**src/rtl/io_win_pkg.sv**
```systemverilog
package io_win_pkg;
    localparam int ATTR_W      = 4;
    localparam int ATTR_FIX16  = 0;
    localparam int ATTR_IOCS   = 1;
    localparam int ATTR_ZWS    = 2;
    localparam int ATTR_TSEL   = 3;

    localparam int IDX_ENABLE  = 8'h06;
    localparam int IDX_ATTR    = 8'h07;
    localparam int IDX_WINBASE = 8'h08;
    localparam int EN_BIT_BASE = 6;

    typedef enum logic [1:0] {
        S_IDLE   = 2'd0,
        S_DECODE = 2'd1,
        S_RESULT = 2'd2
    } dec_state_t;
endpackage

```
**src/rtl/io_win_regs.sv**
```systemverilog
module io_win_regs
    import io_win_pkg::*;
#(
    parameter int NUM_WIN = 2,
    parameter int ADDR_W  = 16,
    parameter int IDX_W   = 8
) (
    input  logic                             clk,
    input  logic                             rst_n,
    input  logic                             wr,
    input  logic [IDX_W-1:0]                 idx,
    input  logic [7:0]                       wdata,
    output logic [7:0]                       rdata,
    output logic [NUM_WIN-1:0]               win_en,
    output logic [NUM_WIN-1:0][ADDR_W-1:0]   win_lo,
    output logic [NUM_WIN-1:0][ADDR_W-1:0]   win_hi,
    output logic [NUM_WIN-1:0][ATTR_W-1:0]   win_attr
);
    localparam int NBYTES  = ADDR_W / 8;
    localparam int WSTRIDE = 2 * NBYTES;

    logic [7:0]                     en_q;
    logic [7:0]                     attr_q;
    logic [NUM_WIN-1:0][ADDR_W-1:0] lo_q;
    logic [NUM_WIN-1:0][ADDR_W-1:0] hi_q;

    always_ff @(posedge clk) begin
        if (!rst_n) begin
            en_q   <= '0;
            attr_q <= '0;
            lo_q   <= '0;
            hi_q   <= '0;
        end else if (wr) begin
            if (idx == IDX_W'(IDX_ENABLE)) en_q   <= wdata;
            if (idx == IDX_W'(IDX_ATTR))   attr_q <= wdata;
            for (int w = 0; w < NUM_WIN; w++) begin
                for (int b = 0; b < NBYTES; b++) begin
                    if (idx == IDX_W'(IDX_WINBASE + w*WSTRIDE + b))
                        lo_q[w][b*8 +: 8] <= wdata;
                    if (idx == IDX_W'(IDX_WINBASE + w*WSTRIDE + NBYTES + b))
                        hi_q[w][b*8 +: 8] <= wdata;
                end
            end
        end
    end

    always_comb begin
        rdata = 8'h00;
        if (idx == IDX_W'(IDX_ENABLE)) rdata = en_q;
        if (idx == IDX_W'(IDX_ATTR))   rdata = attr_q;
        for (int w = 0; w < NUM_WIN; w++) begin
            for (int b = 0; b < NBYTES; b++) begin
                if (idx == IDX_W'(IDX_WINBASE + w*WSTRIDE + b))
                    rdata = lo_q[w][b*8 +: 8];
                if (idx == IDX_W'(IDX_WINBASE + w*WSTRIDE + NBYTES + b))
                    rdata = hi_q[w][b*8 +: 8];
            end
        end
    end

    generate
        for (genvar w = 0; w < NUM_WIN; w++) begin : g_fields
            assign win_en[w]   = en_q[EN_BIT_BASE + w];
            assign win_attr[w] = attr_q[w*ATTR_W +: ATTR_W];
            assign win_lo[w]   = lo_q[w];
            assign win_hi[w]   = hi_q[w];
        end
    endgenerate
endmodule

```
**src/rtl/io_win_match.sv**
```systemverilog
module io_win_match #(
    parameter int ADDR_W = 16
) (
    input  logic [ADDR_W-1:0] addr,
    input  logic [ADDR_W-1:0] lo,
    input  logic [ADDR_W-1:0] hi,
    input  logic              en,
    output logic              hit
);
    logic above_lo;
    logic below_hi;

    assign above_lo = (addr >= lo);
    assign below_hi = (addr <= hi);
    assign hit      = en & above_lo & below_hi;
endmodule

```
**src/rtl/io_win_ctrl.sv**
```systemverilog
module io_win_ctrl
    import io_win_pkg::*;
#(
    parameter int NUM_WIN = 2,
    parameter int ADDR_W  = 16,
    parameter int SEL_W   = 1
) (
    input  logic                           clk,
    input  logic                           rst_n,
    input  logic                           io_valid,
    input  logic [ADDR_W-1:0]              io_addr,
    input  logic                           card_iocs16,
    input  logic [NUM_WIN-1:0]             win_hit,
    input  logic [NUM_WIN-1:0][ATTR_W-1:0] win_attr,
    output logic [ADDR_W-1:0]              addr_lat,
    output logic                           res_valid,
    output logic                           hit,
    output logic [SEL_W-1:0]               win_sel,
    output logic                           wide16,
    output logic                           zero_wait,
    output logic                           timing_sel
);
    dec_state_t state_q, state_d;

    logic              any_hit;
    logic [SEL_W-1:0]  sel_d;
    logic [ATTR_W-1:0] attr_d;
    logic              wide_d;

    // state register
    always_ff @(posedge clk) begin
        if (!rst_n) state_q <= S_IDLE;
        else        state_q <= state_d;
    end

    // next-state logic: accept, resolve, retire
    always_comb begin
        state_d = state_q;
        unique case (state_q)
            S_IDLE:   if (io_valid) state_d = S_DECODE;
            S_DECODE: state_d = S_RESULT;
            S_RESULT: state_d = S_IDLE;
            default:  state_d = S_IDLE;
        endcase
    end

    // lowest-numbered hitting window wins
    always_comb begin
        sel_d   = '0;
        any_hit = |win_hit;
        for (int i = NUM_WIN - 1; i >= 0; i--) begin
            if (win_hit[i]) sel_d = SEL_W'(i);
        end
        attr_d = any_hit ? win_attr[sel_d] : '0;
        wide_d = attr_d[ATTR_IOCS] ? card_iocs16 : attr_d[ATTR_FIX16];
    end

    // output registers
    always_ff @(posedge clk) begin
        if (!rst_n) begin
            addr_lat   <= '0;
            hit        <= 1'b0;
            win_sel    <= '0;
            wide16     <= 1'b0;
            zero_wait  <= 1'b0;
            timing_sel <= 1'b0;
        end else begin
            unique case (state_q)
                S_IDLE: begin
                    if (io_valid) addr_lat <= io_addr;
                end
                S_DECODE: begin
                    hit        <= any_hit;
                    win_sel    <= sel_d;
                    wide16     <= any_hit & wide_d;
                    zero_wait  <= attr_d[ATTR_ZWS];
                    timing_sel <= attr_d[ATTR_TSEL];
                end
                S_RESULT: ;
                default: ;
            endcase
        end
    end

    assign res_valid = (state_q == S_RESULT);
endmodule

```
**src/rtl/io_win_decoder.sv**
```systemverilog
module io_win_decoder
    import io_win_pkg::*;
#(
    parameter int NUM_WIN = 2,
    parameter int ADDR_W  = 16,
    parameter int IDX_W   = 8,
    localparam int SEL_W  = (NUM_WIN > 1) ? $clog2(NUM_WIN) : 1
) (
    input  logic              clk,
    input  logic              rst_n,
    input  logic              reg_wr,
    input  logic [IDX_W-1:0]  reg_idx,
    input  logic [7:0]        reg_wdata,
    output logic [7:0]        reg_rdata,
    input  logic              io_valid,
    input  logic [ADDR_W-1:0] io_addr,
    input  logic              card_iocs16,
    output logic              res_valid,
    output logic              hit,
    output logic [SEL_W-1:0]  win_sel,
    output logic              wide16,
    output logic              zero_wait,
    output logic              timing_sel
);
    logic [NUM_WIN-1:0]             win_en;
    logic [NUM_WIN-1:0][ADDR_W-1:0] win_lo;
    logic [NUM_WIN-1:0][ADDR_W-1:0] win_hi;
    logic [NUM_WIN-1:0][ATTR_W-1:0] win_attr;
    logic [NUM_WIN-1:0]             win_hit;
    logic [ADDR_W-1:0]              addr_lat;

    io_win_regs #(.NUM_WIN(NUM_WIN), .ADDR_W(ADDR_W), .IDX_W(IDX_W)) u_regs (
        .clk      (clk),
        .rst_n    (rst_n),
        .wr       (reg_wr),
        .idx      (reg_idx),
        .wdata    (reg_wdata),
        .rdata    (reg_rdata),
        .win_en   (win_en),
        .win_lo   (win_lo),
        .win_hi   (win_hi),
        .win_attr (win_attr)
    );

    generate
        for (genvar w = 0; w < NUM_WIN; w++) begin : g_match
            io_win_match #(.ADDR_W(ADDR_W)) u_match (
                .addr (addr_lat),
                .lo   (win_lo[w]),
                .hi   (win_hi[w]),
                .en   (win_en[w]),
                .hit  (win_hit[w])
            );
        end
    endgenerate

    io_win_ctrl #(.NUM_WIN(NUM_WIN), .ADDR_W(ADDR_W), .SEL_W(SEL_W)) u_ctrl (
        .clk         (clk),
        .rst_n       (rst_n),
        .io_valid    (io_valid),
        .io_addr     (io_addr),
        .card_iocs16 (card_iocs16),
        .win_hit     (win_hit),
        .win_attr    (win_attr),
        .addr_lat    (addr_lat),
        .res_valid   (res_valid),
        .hit         (hit),
        .win_sel     (win_sel),
        .wide16      (wide16),
        .zero_wait   (zero_wait),
        .timing_sel  (timing_sel)
    );
endmodule

```
**config.mk**
```make
export PLATFORM = sky130hd
export DESIGN_NAME = io_win_decoder
export DESIGN_NICKNAME = d
export VERILOG_FILES = /design/src/rtl/io_win_pkg.sv /design/src/rtl/io_win_regs.sv /design/src/rtl/io_win_match.sv /design/src/rtl/io_win_ctrl.sv /design/src/rtl/io_win_decoder.sv
export SDC_FILE = /design/constraint.sdc
export NUM_CORES = 1
export LEC_CHECK = 0
export BUFFER_PORTS_ARGS = -buffer_cell sky130_fd_sc_hd__buf_2
export CAP_MARGIN = 25
export CORE_MARGIN = 8
export CORE_UTILIZATION = 61
export DETAILED_ROUTE_END_ITERATION = 10
export HOLD_SLACK_MARGIN = 0.02
export PLACE_DENSITY_LB_ADDON = 0.15
export SETUP_SLACK_MARGIN = 0.05
export SLEW_MARGIN = 10
export SYNTH_ARGS = -nofsm -noshare
export SYNTH_HDL_FRONTEND = slang
export SYNTH_SLANG_ARGS = --single-unit
```
**constraint.sdc**
```tcl
create_clock -name clk -period 2.4 [get_ports clk]
set_input_delay 0.24 -clock clk [delete_from_list [all_inputs] [get_ports clk]]
set_output_delay 0.24 -clock clk [all_outputs]
set_load 0.01 [all_outputs]
```
==> metrics.txt <==
Max FO, Critical Path 3; Net Sw Frac a little over a quarter; Setup WS pre-CTS ~0.024 ns; top cells by area, synth dfxtp_1, ha_1, a21boi_0; Worst Path Required between 2 and 3 ns; MaxCap Viol Count 0; Sequential Power Share slightly below 50%; Min-Delay Path Class input port to flip-flop; predominant post-synthesis flop cell dfxtp_1; Gate power share 15.9%; total core area around 0.01 mm²; crit share post-route between 90% and 100%; clk_lat worst skew a little under 0.4 ns; antenna violations before repair 0; Period minus WS final around 2.3 ns; Worst EP arrival approximately 2.6 ns; hold path cells 3; Die X 117 µm; Worst Slack Setup Final 0.0573 ns; total vias in the final route approximately 5,700; Post-synth EDFFs 0; Layout area overhead 16.1%; layout cell share with drive strength beyond 1 ~20%; Final ANT Viol Nets 0; number of global-route vias before repair about 5,500; Mapped Nets approximately 830; DR WL/cell just over 20 µm; hold wc startpoint io_addr[9]; Critical Path End Type flip-flop; PortBufs 50; # nets final around 900; root buffer cell clkbuf_8; async set-reset flop share out of synthesis 0%; FP Rows 36; maximum level of the CTS H-tree 3; worst hold endpoint u_ctrl.addr_lat[9]; Syn Area/Cell 8.47 µm²; Synth Cell Area 0.00620 mm²; relative slew slack a little under half; power per cell area just under 500 mW/mm²; Final GP Congestion slightly above 0.9; post-synth cell types 47; clk sinks 103; post-DP HPWL 14,400 µm; leak pwr around 0.0027 µW; CP Launch Type flip-flop; Synth area leader dfxtp_1; maximum buffer depth of the clock tree 2; total global-route track usage roughly 29%; Seq/Total Area, Yosys between 30 and 40%; Critical R2R Capture u_ctrl.wide16; final hold violation count 0; die area 0.0136 mm²; reg2reg setup slack between 0.05 and 0.06 ns; Initial Util 63.1%; worst-margin pin slew around 0.78 ns; fmax 427 MHz; RSZ-0062 raised after global routing yes; Clk pin slew, worst setup/hold paths about 0.10 ns; Seq cells post-synth between 100 and 150; clock group share of total power about a third; initial DRC count ~650; die height between 100 and 150 µm; DRC 0; Placed Instances between 900 and 1,000; final core utilization 73.3%; worst vdd ir roughly 0.00048 V; Post-Layout Cell Count roughly 930; vias per inst slightly above 6; cell count after synthesis about 730; setup violators final 0; Setup CP Type flip-flop to flip-flop; Post-Route WL slightly below 20,000 µm; fill cell count roughly 810; I/O pin count 51; r2r worst-path depth 9; outcome completed; P_int around 2600 µW; largest net degree at the start of global routing 60; top-area cell type share of the netlist area between 30% and 40%; synthesis warning total 0; GRT Residual Overflow 0; FF-to-FF Start u_regs.win_hi[1]; Sw Pwr 977 µW; 1st-pass router iterations 6; setup_tns 0 ns; sequential cell area roughly 0.0021 mm²; Antenna Cells 0; first-pass GRT wire length ~29,000 µm; Slew Limit Fails 0; worst clock skew approximately 0.011 ns; CTS tree yes; CTS Buf Count 9; area of the multi-input gates 0.00387 mm²
flip-flops by register name, indices dropped and copies added (netlist names):
| name | cells |
|---|---|
| u_ctrl.timing_sel | 1 |
| u_regs.win_attr | 8 |
| u_ctrl.state_q | 2 |
| u_ctrl.hit | 1 |
| u_ctrl.win_sel | 1 |
| u_regs.en_q | 8 |
| u_ctrl.zero_wait | 1 |
| u_regs.win_hi | 32 |
| u_ctrl.addr_lat | 16 |
| u_regs.win_lo | 32 |
| u_ctrl.wide16 | 1 |
power groups by stage:
stage          registers [µW]  logic, µW  clock network (µW)
2_1_floorplan            1790        310                   0
3_3_place_gp             1790        497                   0
4_1_cts                  1750        522                1270
6_report                 1750        569                1250
3_5_place_dp             1790        517                   0
5_1_grt                  1760        618                1330
metal layers:
metal | share of wire, % | track usage [%] | wire length, µm
met5 | 0 | 0 | 0
met3 | 9.7 | 6.82 | 1870
met4 | 2.0 | 7.17 | 378
met1 | 43 | 37.6 | 8300
met2 | 45 | 46.2 | 8700
metrics by stage:
step	hold slack (ns)	instance area [µm²]	total power, µW
finish	0.0848	7190	3570
global route	0.0763	7190	3700
CTS	0.0727	7040	3540
detailed placement	0.458	6790	2310
global placement	0.451	6790	2290
floorplan	0.383	6200	2100
worst max-delay path, cell delays in order (launching register included):
cell,delay (ns)
dfxtp_2,0.36
inv_2,0.05
ha_4,0.21
nor2b_4,0.12
o211ai_1,0.22
a21oi_2,0.08
or4_4,0.56
a2111o_1,0.44
a41oi_2,0.14
a21oi_1,0.05
final cells by class:
cell class	count	share of cell area (%)
sequential	103	28.9
timing repair buffer	92	8.61
clock buffer	11	1.97
tap	133	2.31
multi-input combinational	525	53.8
clock inverter	5	1.13
inverter	64	3.34
synthesized netlist by cell type (11+ instances only):
master,instances
nor2b_1,38
o21ai_0,17
a21oi_1,27
a21boi_0,66
ha_1,64
mux2i_1,32
clkbuf_1,28
nor2_1,16
nand3_1,52
dfxtp_1,103
nand2_1,108
a31oi_1,11
inv_1,64
cells in the final DEF, fill, tap and decap left out, types with 3 or more instances in the layout:
master,netlist,final
buf_2,9,50
nor2b_1,38,37
nor2_2,3,3
dfxtp_2,0,12
a21o_1,7,7
inv_1,64,62
a21oi_2,0,4
nor3_1,3,3
buf_4,0,37
clkbuf_8,0,10
a21boi_0,66,66
ha_1,64,59
ha_4,0,4
or2_2,3,3
nand3_1,52,50
a31oi_1,11,10
nor2_1,16,16
a222oi_1,8,8
nand3b_1,3,3
mux4_2,8,8
o21ai_0,17,16
and4_1,3,3
nand2b_1,4,4
buf_12,0,4
a21oi_1,27,23
and3_1,8,8
and2_1,3,3
o211ai_1,3,3
nand2_1,108,108
mux2i_1,32,32
o21a_1,4,4
a221o_1,8,8
dfxtp_1,103,91
nand4_1,9,9
worst max path at each step:
stage,from,end,depth (start not counted),slack [ns]
finish,u_regs.win_hi[1],u_ctrl.wide16,9,0.06
global route,u_regs.win_hi[1],u_ctrl.wide16,9,0.02
CTS,u_regs.win_hi[1],u_ctrl.wide16,9,0.06
detailed placement,u_regs.win_hi[1],u_ctrl.wide16,9,0.02
global placement,u_regs.win_hi[1],u_ctrl.wide16,9,0.03
floorplan,u_regs.win_hi[1],u_ctrl.wide16,9,0.18
kinds of logic (layout without fill, tap and decap cells):
| group | count (synthesis) | count (layout) | synth area share [%] |
|---|---|---|---|
| AOI/OAI and AO/OA | 159 | 159 | 18.0 |
| adders and majority gates | 64 | 64 | 12.9 |
| buffers and inverters | 104 | 172 | 6.60 |
| DFF | 103 | 103 | 33.3 |
| muxes | 40 | 40 | 8.08 |
| and+or+nand+nor | 262 | 262 | 21.1 |
what timing repair did:
| action | 4_1_cts | 5_1_grt |
|---|---|---|
| endpoints found under the setup margin | 1 | 13 |
| pin swaps | 4 | 12 |
| hold buffers | 0 | 0 |
| gates resized for setup | 4 | 34 |
| hold endpoints to repair | 0 | 0 |
| buffers inserted | 2 | 1 |
No activity file was read; power rests on OpenSTA's default activity.
